`config.mk`:
```
export PLATFORM = sky130hd
export DESIGN_NAME = codec_hostbus
export DESIGN_NICKNAME = d
export VERILOG_FILES = /design/src/rtl/chb_pkg.sv /design/src/rtl/chb_sync.sv /design/src/rtl/chb_cycle_decode.sv /design/src/rtl/chb_regfile.sv /design/src/rtl/codec_hostbus.sv
export SDC_FILE = /design/constraint.sdc
export NUM_CORES = 1
export LEC_CHECK = 0
export BUFFER_PORTS_ARGS = -buffer_cell sky130_fd_sc_hd__buf_2
export CAP_MARGIN = 20
export CORE_MARGIN = 2
export CORE_UTILIZATION = 55
export CTS_BUF_LIST = sky130_fd_sc_hd__clkbuf_4
export DETAILED_ROUTE_END_ITERATION = 6
export HOLD_SLACK_MARGIN = 0.03
export MAX_ROUTING_LAYER = met4
export PLACE_DENSITY = 0.91
export SYNTH_ARGS = -nofsm -noshare
export SYNTH_HDL_FRONTEND = slang
export SYNTH_SLANG_ARGS = --single-unit
```
`constraint.sdc`:
```
create_clock -name clk -period 2.7 [get_ports clk]
set_input_delay 0.405 -clock clk [delete_from_list [all_inputs] [get_ports clk]]
set_output_delay 0.405 -clock clk [all_outputs]
set_load 0.005 [all_outputs]
```
`src/rtl/chb_pkg.sv`:
```
// Shared constants and register selector type for the codec host bus slave.
// Assumes an 8-bit data path and four directly addressed registers.
package chb_pkg;
    localparam int DW = 8;
    localparam int AW = 2;

    typedef enum logic [AW-1:0] {
        SEL_CTRL    = 2'd0,
        SEL_SCRATCH = 2'd1,
        SEL_STATUS  = 2'd2,
        SEL_SAMPLE  = 2'd3
    } reg_sel_e;

    localparam int CTRL_IRQEN_BIT = 0;
    localparam int STAT_PEND_BIT  = 0;
    localparam int STAT_COLL_BIT  = 1;
endpackage

```
`src/rtl/chb_sync.sv`:
```
// Multi-stage synchronizer for a bus of asynchronous host inputs.
// Assumes the host holds the bundled signals steady long enough that all
// bits settle together; each stage resets to RST_VAL.
module chb_sync #(
    parameter int          W       = 8,
    parameter int          STAGES  = 2,
    parameter logic [W-1:0] RST_VAL = '0
) (
    input  logic         clk,
    input  logic         rst_n,
    input  logic [W-1:0] d,
    output logic [W-1:0] q
);
    logic [W-1:0] stage_q [STAGES];

    genvar g;
    generate
        for (g = 0; g < STAGES; g++) begin : g_stage
            // Shift the bus one stage deeper each clock.
            always_ff @(posedge clk) begin
                if (!rst_n)      stage_q[g] <= RST_VAL;
                else if (g == 0) stage_q[g] <= d;
                else             stage_q[g] <= stage_q[(g == 0) ? 0 : g-1];
            end
        end
    endgenerate

    assign q = stage_q[STAGES-1];
endmodule

```
`src/rtl/chb_cycle_decode.sv`:
```
// Classifies synchronized bus activity into I/O writes, DMA playback writes,
// collisions and read drive; also produces transceiver controls.
// Assumes all inputs are already synchronized to clk.
module chb_cycle_decode (
    input  logic clk,
    input  logic rst_n,
    input  logic rd_s_n,
    input  logic wr_s_n,
    input  logic cs_s_n,
    input  logic dak_s_n,
    output logic io_wr_commit,
    output logic dma_commit,
    output logic collision_set,
    output logic rd_drive,
    output logic xcvr_en_n,
    output logic xcvr_dir
);
    logic rd_prev_n, wr_prev_n;
    logic rd_rise, wr_rise;
    logic io_sel;

    // Remember last strobe levels for rising-edge detection.
    always_ff @(posedge clk) begin
        if (!rst_n) begin
            rd_prev_n <= 1'b1;
            wr_prev_n <= 1'b1;
        end else begin
            rd_prev_n <= rd_s_n;
            wr_prev_n <= wr_s_n;
        end
    end

    // Derive commit events and transceiver controls.
    always_comb begin
        rd_rise       = rd_s_n & ~rd_prev_n;
        wr_rise       = wr_s_n & ~wr_prev_n;
        io_sel        = ~cs_s_n & dak_s_n;
        io_wr_commit  = wr_rise & io_sel;
        dma_commit    = wr_rise & ~dak_s_n;
        collision_set = (rd_rise | wr_rise) & ~cs_s_n & ~dak_s_n;
        rd_drive      = ~rd_s_n & io_sel;
        xcvr_en_n     = ~((~wr_s_n & ~dak_s_n) | ((~rd_s_n | ~wr_s_n) & io_sel));
        xcvr_dir      = ~rd_drive;
    end

    assert_dir_R6: assert property (@(posedge clk) disable iff (!rst_n)
        !xcvr_dir |-> !xcvr_en_n);
    assert_excl_R9: assert property (@(posedge clk) disable iff (!rst_n)
        !(io_wr_commit && dma_commit));
    assert_nocs_R2: assert property (@(posedge clk) disable iff (!rst_n)
        cs_s_n |-> (!rd_drive && !io_wr_commit));
endmodule

```
`src/rtl/chb_regfile.sv`:
```
// Holds the control, scratch, status and playback sample registers, the
// sticky event and collision flags, and the interrupt output.
// Assumes single-cycle commit pulses from the cycle decoder.
module chb_regfile
    import chb_pkg::*;
(
    input  logic          clk,
    input  logic          rst_n,
    input  logic [AW-1:0] addr,
    input  logic [DW-1:0] wdata,
    input  logic          io_wr,
    input  logic          dma_wr,
    input  logic          coll_set,
    input  logic          event_in,
    output logic [DW-1:0] rdata,
    output logic          irq,
    output logic [DW-1:0] sample
);
    logic [DW-1:0] ctrl_q, scratch_q;
    logic          pend_q, coll_q;
    logic          stat_wr;

    assign stat_wr = io_wr && (reg_sel_e'(addr) == SEL_STATUS);

    // Update programmed registers on committed I/O writes.
    always_ff @(posedge clk) begin
        if (!rst_n) begin
            ctrl_q    <= '0;
            scratch_q <= '0;
        end else if (io_wr) begin
            if (reg_sel_e'(addr) == SEL_CTRL)    ctrl_q    <= wdata;
            if (reg_sel_e'(addr) == SEL_SCRATCH) scratch_q <= wdata;
        end
    end

    // Sticky flags: write-one-to-clear, new sets take precedence.
    always_ff @(posedge clk) begin
        if (!rst_n) begin
            pend_q <= 1'b0;
            coll_q <= 1'b0;
        end else begin
            pend_q <= (pend_q & ~(stat_wr & wdata[STAT_PEND_BIT])) | event_in;
            coll_q <= (coll_q & ~(stat_wr & wdata[STAT_COLL_BIT])) | coll_set;
        end
    end

    // Capture playback samples from DMA writes.
    always_ff @(posedge clk) begin
        if (!rst_n)      sample <= '0;
        else if (dma_wr) sample <= wdata;
    end

    // Select read data by address.
    always_comb begin
        rdata = '0;
        unique case (reg_sel_e'(addr))
            SEL_CTRL:    rdata = ctrl_q;
            SEL_SCRATCH: rdata = scratch_q;
            SEL_STATUS: begin
                rdata[STAT_PEND_BIT] = pend_q;
                rdata[STAT_COLL_BIT] = coll_q;
            end
            SEL_SAMPLE:  rdata = sample;
            default:     rdata = '0;
        endcase
    end

    assign irq = pend_q & ctrl_q[CTRL_IRQEN_BIT];

    assert_set_R7: assert property (@(posedge clk) disable iff (!rst_n)
        event_in |=> pend_q);
    assert_coll_R9: assert property (@(posedge clk) disable iff (!rst_n)
        coll_set |=> coll_q);
    assert_dma_R3: assert property (@(posedge clk) disable iff (!rst_n)
        dma_wr |=> (sample == $past(wdata)));
    assert_ro_R3: assert property (@(posedge clk) disable iff (!rst_n)
        !dma_wr |=> $stable(sample));
endmodule

```
`src/rtl/codec_hostbus.sv`:
```
// Host bus slave of an audio codec: synchronizes the host bus, decodes
// programmed I/O and playback DMA cycles, holds R0-R3 and drives the
// transceiver and interrupt. Assumes the host holds address, data and
// selects stable for 3 clocks after a strobe rises.
module codec_hostbus
    import chb_pkg::*;
(
    input  logic          clk,
    input  logic          rst_n,
    input  logic          cs_n,
    input  logic          rd_n,
    input  logic          wr_n,
    input  logic          pb_ack_n,
    input  logic [AW-1:0] addr,
    input  logic [DW-1:0] data_in,
    input  logic          event_in,
    output logic [DW-1:0] data_out,
    output logic          data_oe,
    output logic          xcvr_en_n,
    output logic          xcvr_dir,
    output logic          irq,
    output logic [DW-1:0] play_sample
);
    localparam int BUS_W = 4 + AW + DW;
    localparam logic [BUS_W-1:0] BUS_RST = {4'hF, {(AW+DW){1'b0}}};

    logic [BUS_W-1:0] bus_s;
    logic             rd_s_n, wr_s_n, cs_s_n, dak_s_n;
    logic [AW-1:0]    addr_s;
    logic [DW-1:0]    data_s, rdata;
    logic             io_wr_commit, dma_commit, collision_set, rd_drive;

    chb_sync #(.W(BUS_W), .STAGES(2), .RST_VAL(BUS_RST)) u_sync (
        .clk   (clk),
        .rst_n (rst_n),
        .d     ({rd_n, wr_n, cs_n, pb_ack_n, addr, data_in}),
        .q     (bus_s)
    );

    assign {rd_s_n, wr_s_n, cs_s_n, dak_s_n, addr_s, data_s} = bus_s;

    chb_cycle_decode u_dec (
        .clk           (clk),
        .rst_n         (rst_n),
        .rd_s_n        (rd_s_n),
        .wr_s_n        (wr_s_n),
        .cs_s_n        (cs_s_n),
        .dak_s_n       (dak_s_n),
        .io_wr_commit  (io_wr_commit),
        .dma_commit    (dma_commit),
        .collision_set (collision_set),
        .rd_drive      (rd_drive),
        .xcvr_en_n     (xcvr_en_n),
        .xcvr_dir      (xcvr_dir)
    );

    chb_regfile u_regs (
        .clk      (clk),
        .rst_n    (rst_n),
        .addr     (addr_s),
        .wdata    (data_s),
        .io_wr    (io_wr_commit),
        .dma_wr   (dma_commit),
        .coll_set (collision_set),
        .event_in (event_in),
        .rdata    (rdata),
        .irq      (irq),
        .sample   (play_sample)
    );

    // Drive read data only during a selected read.
    always_comb begin
        data_oe  = rd_drive;
        data_out = rd_drive ? rdata : '0;
    end

    assert_quiet_R6: assert property (@(posedge clk) disable iff (!rst_n)
        !data_oe |-> (data_out == '0 && xcvr_dir));
endmodule

```
==> results, run 1 <==
- The count of nets after finishing is 254.
- At the pin with the least slew margin, the transition time is 0.6039 ns.
- The worst-skew pair later-pin latency is about 0.36 ns.
- The post-synth net total is approximately 220.
- For this run, the number of Yosys warnings is 0.
- The upper clock frequency limit is between 400 and 500 MHz.
- The floorplan has 22 rows.
- The initial antenna violation count is 0.
- The worst setup path is launched from a flip-flop.
- The number of max-slew violations in the final report came to 0.
- After the first detailed-routing iteration, the DRC count stood at ~100.
- Counting the buffers created by CTS gives 5.
- The number of hold violations in the final report was 0.
- The register-to-register path setup slack is 1.03 ns.
- The area of the placeable core is 3689 sq um.
- The final route contains between 1000 and 1500 vias.
- The analysis attributes to cell leakage a power of slightly above 0.001 uW.
- The number of antenna cells inserted is 0.
- The number of setup violations in the final report is 0.
- For this design, the sink count on the clock tree is between 50 and 60.
- The H-tree was split into 2 levels.
- The worst setup path is of the reg2out kind.
- The maximum count of clock buffers along a single path is 2.
- The routed design uses 1.612 mm of met2 wire.
- The number of max-cap violations is 0.
- The cell at the root of the clock tree is sky130_fd_sc_hd__clkbuf_4.
- Clock skew on the completed layout was measured at approximately 0.0064 ns.
- For this design the ratio of total power to cell area is 537.4 nW/um^2.
- Post-CTS timing repair inserted 0 buffers for setup.
- The first-pass iteration count of the detailed router is 4.
- For this configuration, the core starts out at a cell density of 57.36%.
- The number of global-route vias before repair is 1244.
- Setup repair after global routing left no endpoint under its margin.
- The mean routed wirelength per cell is 12.07 um.
- The HPWL reported at the end of detailed placement is about 2.4 mm.
- The worst min-delay path class is in2reg.
- Across the VDD grid, the largest voltage drop is 335.8 uV.
- Headroom to the max-slew limit came out at 59.74%.
- The area growth from synthesis to layout is 11.95%.
- The final period utilization is 86.68%.
- The die is between 60 and 70 um wide.
- The finished layout holds 286 standard cells, fillers aside.
- The cell area that synthesis handed to floorplanning was between 2000 and 2500 sq um.
- Entering global routing, the biggest net connects 46 pins.
- The total track usage is between 10% and 20%.
- In the final timing run, aggregate negative setup slack is 0 ns.
- The TritonCTS clock tree is done.
- Of the post-synthesis cell area, the dominant cell type holds 52.99%.
- After technology mapping, the gate count stands at 205.
- The worst path setup slack after routing is approximately 0.36 ns.
- After synthesis the netlist holds a flip-flop and latch count of 56.
- The highest metal layer with signal wires is met4.
- Sorting the synthesized cells by area gives the leading types as sky130_fd_sc_hd__dfxtp_1, sky130_fd_sc_hd__mux2i_1, sky130_fd_sc_hd__and2_1.
- The total die area is 4359 sq um.
- The global-route congestion overflow total is 0.
- The I/O pin count is 37.
- After synthesis, flip-flops and latches occupy between 50% and 60% of the total area.
- The wire length after detailed routing is 3.453 mm.
- The synthesized design spends more area on one cell type than any other, namely sky130_fd_sc_hd__dfxtp_1.
- The first-pass GRT wire length is 5.685 mm.
- For the worst setup path, the data arrival time is 1.94 ns.
- In this run, post-CTS repair resized a total of 0 instances.
- The routability congestion estimate is 0.8030.
- The detailed router put a total of 1.626 mm of wire on met1.
- The post-cts hold buffer count is 0.
- The wire length on met3 is 173 um.
- The number of DRC violations after detailed routing is 0.
- A synthesized cell averages 10.32 sq um.
- Input and output buffers added on the ports amount to 36.
- The critical-path maximum fanout is 13.
- The worst setup path is captured at an output port.
- OpenSTA, run right after detailed placement, puts the worst setup slack at approximately 0.76 ns.
- Data on the critical path is required at its endpoint by roughly 2.3 ns.
- The clock transition at the registers of the reported paths is 0.15 ns.
- The remaining antenna violation count after routing is 0.
- Using the TritonRoute via totals, the vias-per-cell ratio works out to 4.902.
- The die extent in y is approximately 66 um.
- Yosys mapped the design onto 25 distinct sky130hd cell types.
- The fraction of final layout cells with drive strength greater than 1 is 23.95%.
- The flow ran to the end, and the final reports show no timing, DRC or antenna violations.
- The count of placed standard cells including taps is about 280.
- The smallest clock period supported by the final layout is computed as ~2.3 ns.
## final timing paths
check,from,end,cells after the start
max,u_sync.stage_q[1][8],data_out[1],3
min reg2reg,u_sync.stage_q[0][11],u_sync.stage_q[1][11],1
max reg2reg,u_sync.stage_q[1][8],u_regs.scratch_q[0],2
min,rd_n,u_sync.stage_q[0][13],2
## per-stage QoR
step	power [uW]	hold slack, ns	area (sq um)	util (%)
6_report	1273	0.2131	2369	64.21
5_1_grt	1334	0.1721	2369	64.21
4_1_cts	1281	0.1994	2369	64.21
3_5_place_dp	932.4	0.3916	2310	62.62
3_3_place_gp	931.1	0.3876	2310	62.62
2_1_floorplan	913.5	0.3863	2116	-
## area by class of cell
type / instances / area (sq um)
well taps: 48 / 60.06
clock buffers: 6 / 45.04
multi-input cells: 133 / 922.1
inverters: 3 / 11.26
fillers: 309 / 1320
clock inverters: 2 / 13.76
repair buffers: 38 / 195.2
flip-flops and latches: 56 / 1121
## placed cells by master, fill, tap and decap left out, drive strengths merged, types with 2 or more instances in the layout
cell type / count
a21oi: 7
and2: 24
buf: 38
clkbuf: 6
dfxtp: 56
inv: 4
mux2i: 30
mux4: 2
nand2: 32
nand2b: 10
nor2: 2
nor2b: 9
nor3b: 2
o21ai: 2
or2: 6
## cell usage after synthesis (all sizes together)
cell,count
dfxtp,56
nand2,32
mux2i,30
and2,24
nand2b,10
nor2b,9
a21oi,7
clkbuf,7
buf,6
or2,6
inv,3
mux4,2
nor2,2
nor3b,2
o21ai,2
a22o,1
a41oi,1
nand4bb,1
o311ai,1
or2b,1
or3,1
or3b,1
## kinds of logic after synthesis
group                  synth area share, %
AOI/OAI and AO/OA                    3.430
buffers and inverters                3.430
DFF                                  52.99
muxes                                16.32
and+or+nand+nor                      23.83
## worst max-delay path, cell delays in order, from the launching register on
cell and delay, ns:
sky130_fd_sc_hd__dfxtp_1 0.73, sky130_fd_sc_hd__mux4_2 0.57, sky130_fd_sc_hd__and2_1 0.16, sky130_fd_sc_hd__buf_2 0.12
## per-layer routing
metal | up-vias | track usage (%)
li1 | 727 | -
met1 | 632 | 22.16
met2 | 41 | 27.53
met3 | 2 | 5.622
met4 | 0 | 7.398
met5 | - | -
## state kept, by name (all words and copies together) (netlist names)
register          cells
u_regs.pend_q         1
u_dec.wr_prev_n       1
u_regs.sample         8
u_dec.rd_prev_n       1
u_regs.scratch_q      8
u_sync.stage_q       28
u_regs.ctrl_q         8
u_regs.coll_q         1
## report_power, final
group          total [uW]  leakage (uW)  internal (uW)  switching (uW)
sequential            863      0.000458            848            14.7
clock                 359     0.0000360            115             244
combinational        51.2      0.000530           29.0            22.1
No activity file was read; power rests on OpenSTA's default activity.
==> run 2, diff against run 1 <==
--- a/config.mk
+++ b/config.mk
@@ -6,11 +6,11 @@
 export NUM_CORES = 1
 export LEC_CHECK = 0
 export BUFFER_PORTS_ARGS = -buffer_cell sky130_fd_sc_hd__buf_2
-export CAP_MARGIN = 20
 export CORE_MARGIN = 2
 export CORE_UTILIZATION = 55
 export CTS_BUF_LIST = sky130_fd_sc_hd__clkbuf_4
 export DETAILED_ROUTE_END_ITERATION = 6
+export GPL_TIMING_DRIVEN = 0
 export HOLD_SLACK_MARGIN = 0.03
 export MAX_ROUTING_LAYER = met4
 export PLACE_DENSITY = 0.91
==> results, run 2 (same netlist as run 1, synthesis figures left out) <==
- Outcome: finished, final reports clean (unchanged).
- The number of levels in the clock H-tree was 2 (unchanged).
- The slowest stage cell on the critical path is sky130_fd_sc_hd__mux4_2 (was sky130_fd_sc_hd__dfxtp_1).
- The power density of the placed cells came to 520.3 nW/um^2 (was 537.4 nW/um^2).
- The internal power component is 973.8 uW (was 992.1 uW).
- The number of cells upsized or downsized after cts is 0 (unchanged).
- The net switching fraction of the power came to 22.05% (was 22.06%).
- The number of filler instances in the final layout is 305 (was 309).
- The critical path startpoint category is a flip-flop (unchanged).
- The remaining antenna violation count after routing is 0 (unchanged).
- The wire length after detailed routing came to 3.690 mm (was 3.453 mm).
- Leading cell types in the layout, fill and taps excluded: sky130_fd_sc_hd__dfxtp_1, sky130_fd_sc_hd__buf_2, sky130_fd_sc_hd__nand2_1 (unchanged).
- The final period utilization came to 84.53% (was 86.68%).
- The leakage power of the design is 0.001033 uW (was 0.001024 uW).
- The maximum count of clock buffers along a single path came to 2 (unchanged).
- The storage element area was 1121 sq um (unchanged).
- The number of max-cap violations is 0 (unchanged).
- The number of max-slew violations in the final report is 0 (unchanged).
- The row count came to 22 (unchanged).
- The required time at the worst-slack endpoint is 2.30 ns (about the same).
- The clock skew is 0.01256 ns (was 0.006450 ns).
- The cell area after placement came to 2351 sq um (was 2310 sq um).
- The relative slew slack is 67.49% (was 59.74%).
- The number of setup violations in the final report is 0 (unchanged).
- The clock transition at the registers of the reported paths is 0.14 ns (was 0.15 ns).
- The number of global-route vias before repair is 1438 (was 1244).
- The longest individual stage delay on the worst path came to 0.52 ns (was 0.73 ns).
- The HPWL reported at the end of detailed placement is 2.738 mm (was 2.394 mm).
- The critical-path maximum fanout is 10 (was 13).
- The die extent in y is 66.03 um (unchanged).
- The leading cell type in the layout, fill and taps excluded is sky130_fd_sc_hd__dfxtp_1 (unchanged).
- The vias per cell is 5.051 (was 4.902).
- The flip-flop count of the largest register after layout is 28 (unchanged).
- The minimum setup slack after placement is 0.8073 ns (was 0.7624 ns).
- The area growth from synthesis to layout is 13.48% (was 11.95%).
- The TritonCTS clock tree is done (unchanged).
- The global-route congestion overflow total was 0 (unchanged).
- The relative contribution of sequential cells to total power came to 68.8% (was 67.8%).
- The arrival time at the worst endpoint came to 1.88 ns (was 1.94 ns).
- The met3 usage in global routing is 5.111% (was 5.622%).
- The met2 usage in global routing is 32.83% (was 27.53%).
- RSZ-0062 raised after global routing: no (unchanged).
- The count of nets after finishing came to 264 (was 254).
- The combinational group share of total power is 4.8% (was 4.0%).
- The peak supply drop came to 441.5 uV (was 335.8 uV).
- The count of vias placed by the detailed router is 1490 (was 1402).
- The first-pass iteration count of the detailed router is 4 (unchanged).
- The maximum number of pins on one net before global-route repair is 17 (was 46).
- The starting density of the core is 57.36% (unchanged).
- The post-route setup TNS is 0 ns (unchanged).
- The mean routed wirelength per cell is 12.51 um (was 12.07 um).
- The width of the die is 66.03 um (unchanged).
- The worst-skew pair later-pin latency came to 0.37 ns (was 0.36 ns).
- The fraction of final layout cells with drive strength greater than 1 is 23.48% (was 23.95%).
- The area taken by multi-input logic gates is 922.1 sq um (unchanged).
- The number of port buffers is 35 (was 36).
- The area of the placeable core is 3689 sq um (unchanged).
- The initial DRC count is 45 (was 98).
- The worst path setup slack after routing is 0.4176 ns (was 0.3597 ns).
- The switching power is 275.5 uW (was 280.8 uW).
- The I/O pin count is 37 (unchanged).
- The CTS buffer count is 5 (unchanged).
- The cell that appears most often on the critical path is sky130_fd_sc_hd__buf_2.
- The number of setup buffers added after CTS is 0 (unchanged).
- The clock period minus worst slack is 2.282 ns (was 2.340 ns).
- The number of hold violations in the final report came to 0 (unchanged).
- Crit path cell chain: buf_2 -> mux4_2 -> and2_1 -> buf_2 (was mux4_2 -> and2_1 -> buf_2).
- The total track usage is 20.38% (was 17.99%).
- The met1 routing resource usage after global routing came to 23.97% (was 22.16%).
- The highest-utilization routing layer at the global route stage was met2 (unchanged).
- The critical path endpoint category was an output port (unchanged).
- The initial antenna violation count was 0 (unchanged).
- The slew of the pin with the lowest slew margin came to 0.4876 ns (was 0.6039 ns).
- The number of DRC violations after detailed routing is 0 (unchanged).
- The total die area is 4359 sq um (unchanged).
- The fraction of power consumed by the clock network was 26.5% (was 28.2%).
- The routability congestion estimate is 0.8120 (was 0.8030).
- The cell area after layout is 2401 sq um (was 2369 sq um).
- The register with the most flip-flops is u_sync.stage_q (unchanged).
- The first-pass GRT wire length came to 6.423 mm (was 5.685 mm).
- The worst min-delay path class is in2reg (unchanged).
- The clock net sink count was 56 (unchanged).
- The upper clock frequency limit is 438.1 MHz (was 427.3 MHz).
- The critical path start-end classification was reg2out (unchanged).
- The number of antenna cells inserted is 0 (unchanged).
- The cell at the root of the clock tree is sky130_fd_sc_hd__clkbuf_4 (unchanged).
- The post-cts hold buffer count is 0 (unchanged).
[run 2: cell count changes in the layout (fill, tap and decap cells not counted), sizes merged]
cell and delta:
buf +3, inv -1, clkbuf +6, clkinvlp +1
[run 2: worst paths after layout]
check | startpoint | to | cells past startpoint | slack (ns)
worst min register to register | u_sync.stage_q[0][13] | u_sync.stage_q[1][13] | 1 | 0.42
worst min-delay path | pb_ack_n | u_sync.stage_q[0][10] | 2 | 0.21
worst max register to register | u_sync.stage_q[1][11] | u_regs.ctrl_q[7] | 4 | 1.25
worst max-delay path | u_sync.stage_q[1][8] | data_out[1] | 4 | 0.42
[run 2: final cells by class]
type,instances,area share (%)
Sequential cell,56,46.69
Multi-Input combinational cell,133,38.41
Timing Repair Buffer,35,7.295
Buffer,13,2.553
Tap cell,48,2.501
Clock buffer,5,1.563
Clock inverter,2,0.5211
Inverter,3,0.4690
[run 2: layer usage]
metal | share of wire (%) | routed length [um] | vias up
met5 | 0 | 0 | -
met3 | 4.9 | 180 | 6
met4 | 2.0 | 73 | 0
met1 | 41 | 1523 | 699
li1 | - | - | 750
met2 | 52 | 1912 | 35
[run 2: power by group through the flow]
stage,Sequential [uW],Clock [uW],Combinational (uW)
final,859,330,59.5
after CTS,859,339,60.6
after global routing,863,374,67.4
after detailed placement,878,0,60.5
after global placement,876,0,58.7
after floorplan,874,0,39.8
[run 2: worst max-delay path: cells and delay by family, from the launching register on]
family / cells / cell delay, ns
multiplexers: 1 / 0.52
flip-flops: 1 / 0.41
AND/OR/NAND/NOR: 1 / 0.16
buffers and inverters: 2 / 0.42
[run 2: per-stage QoR]
stage	total power (uW)	hold WS, ns	utilization, %	std cells
2_1_floorplan	913.5	0.3863	-	205
3_3_place_gp	935.0	0.3882	63.74	288
3_5_place_dp	938.3	0.3955	63.74	288
6_report	1249	0.2059	65.10	295
4_1_cts	1259	0.1911	65.10	295
5_1_grt	1304	0.1846	65.10	295
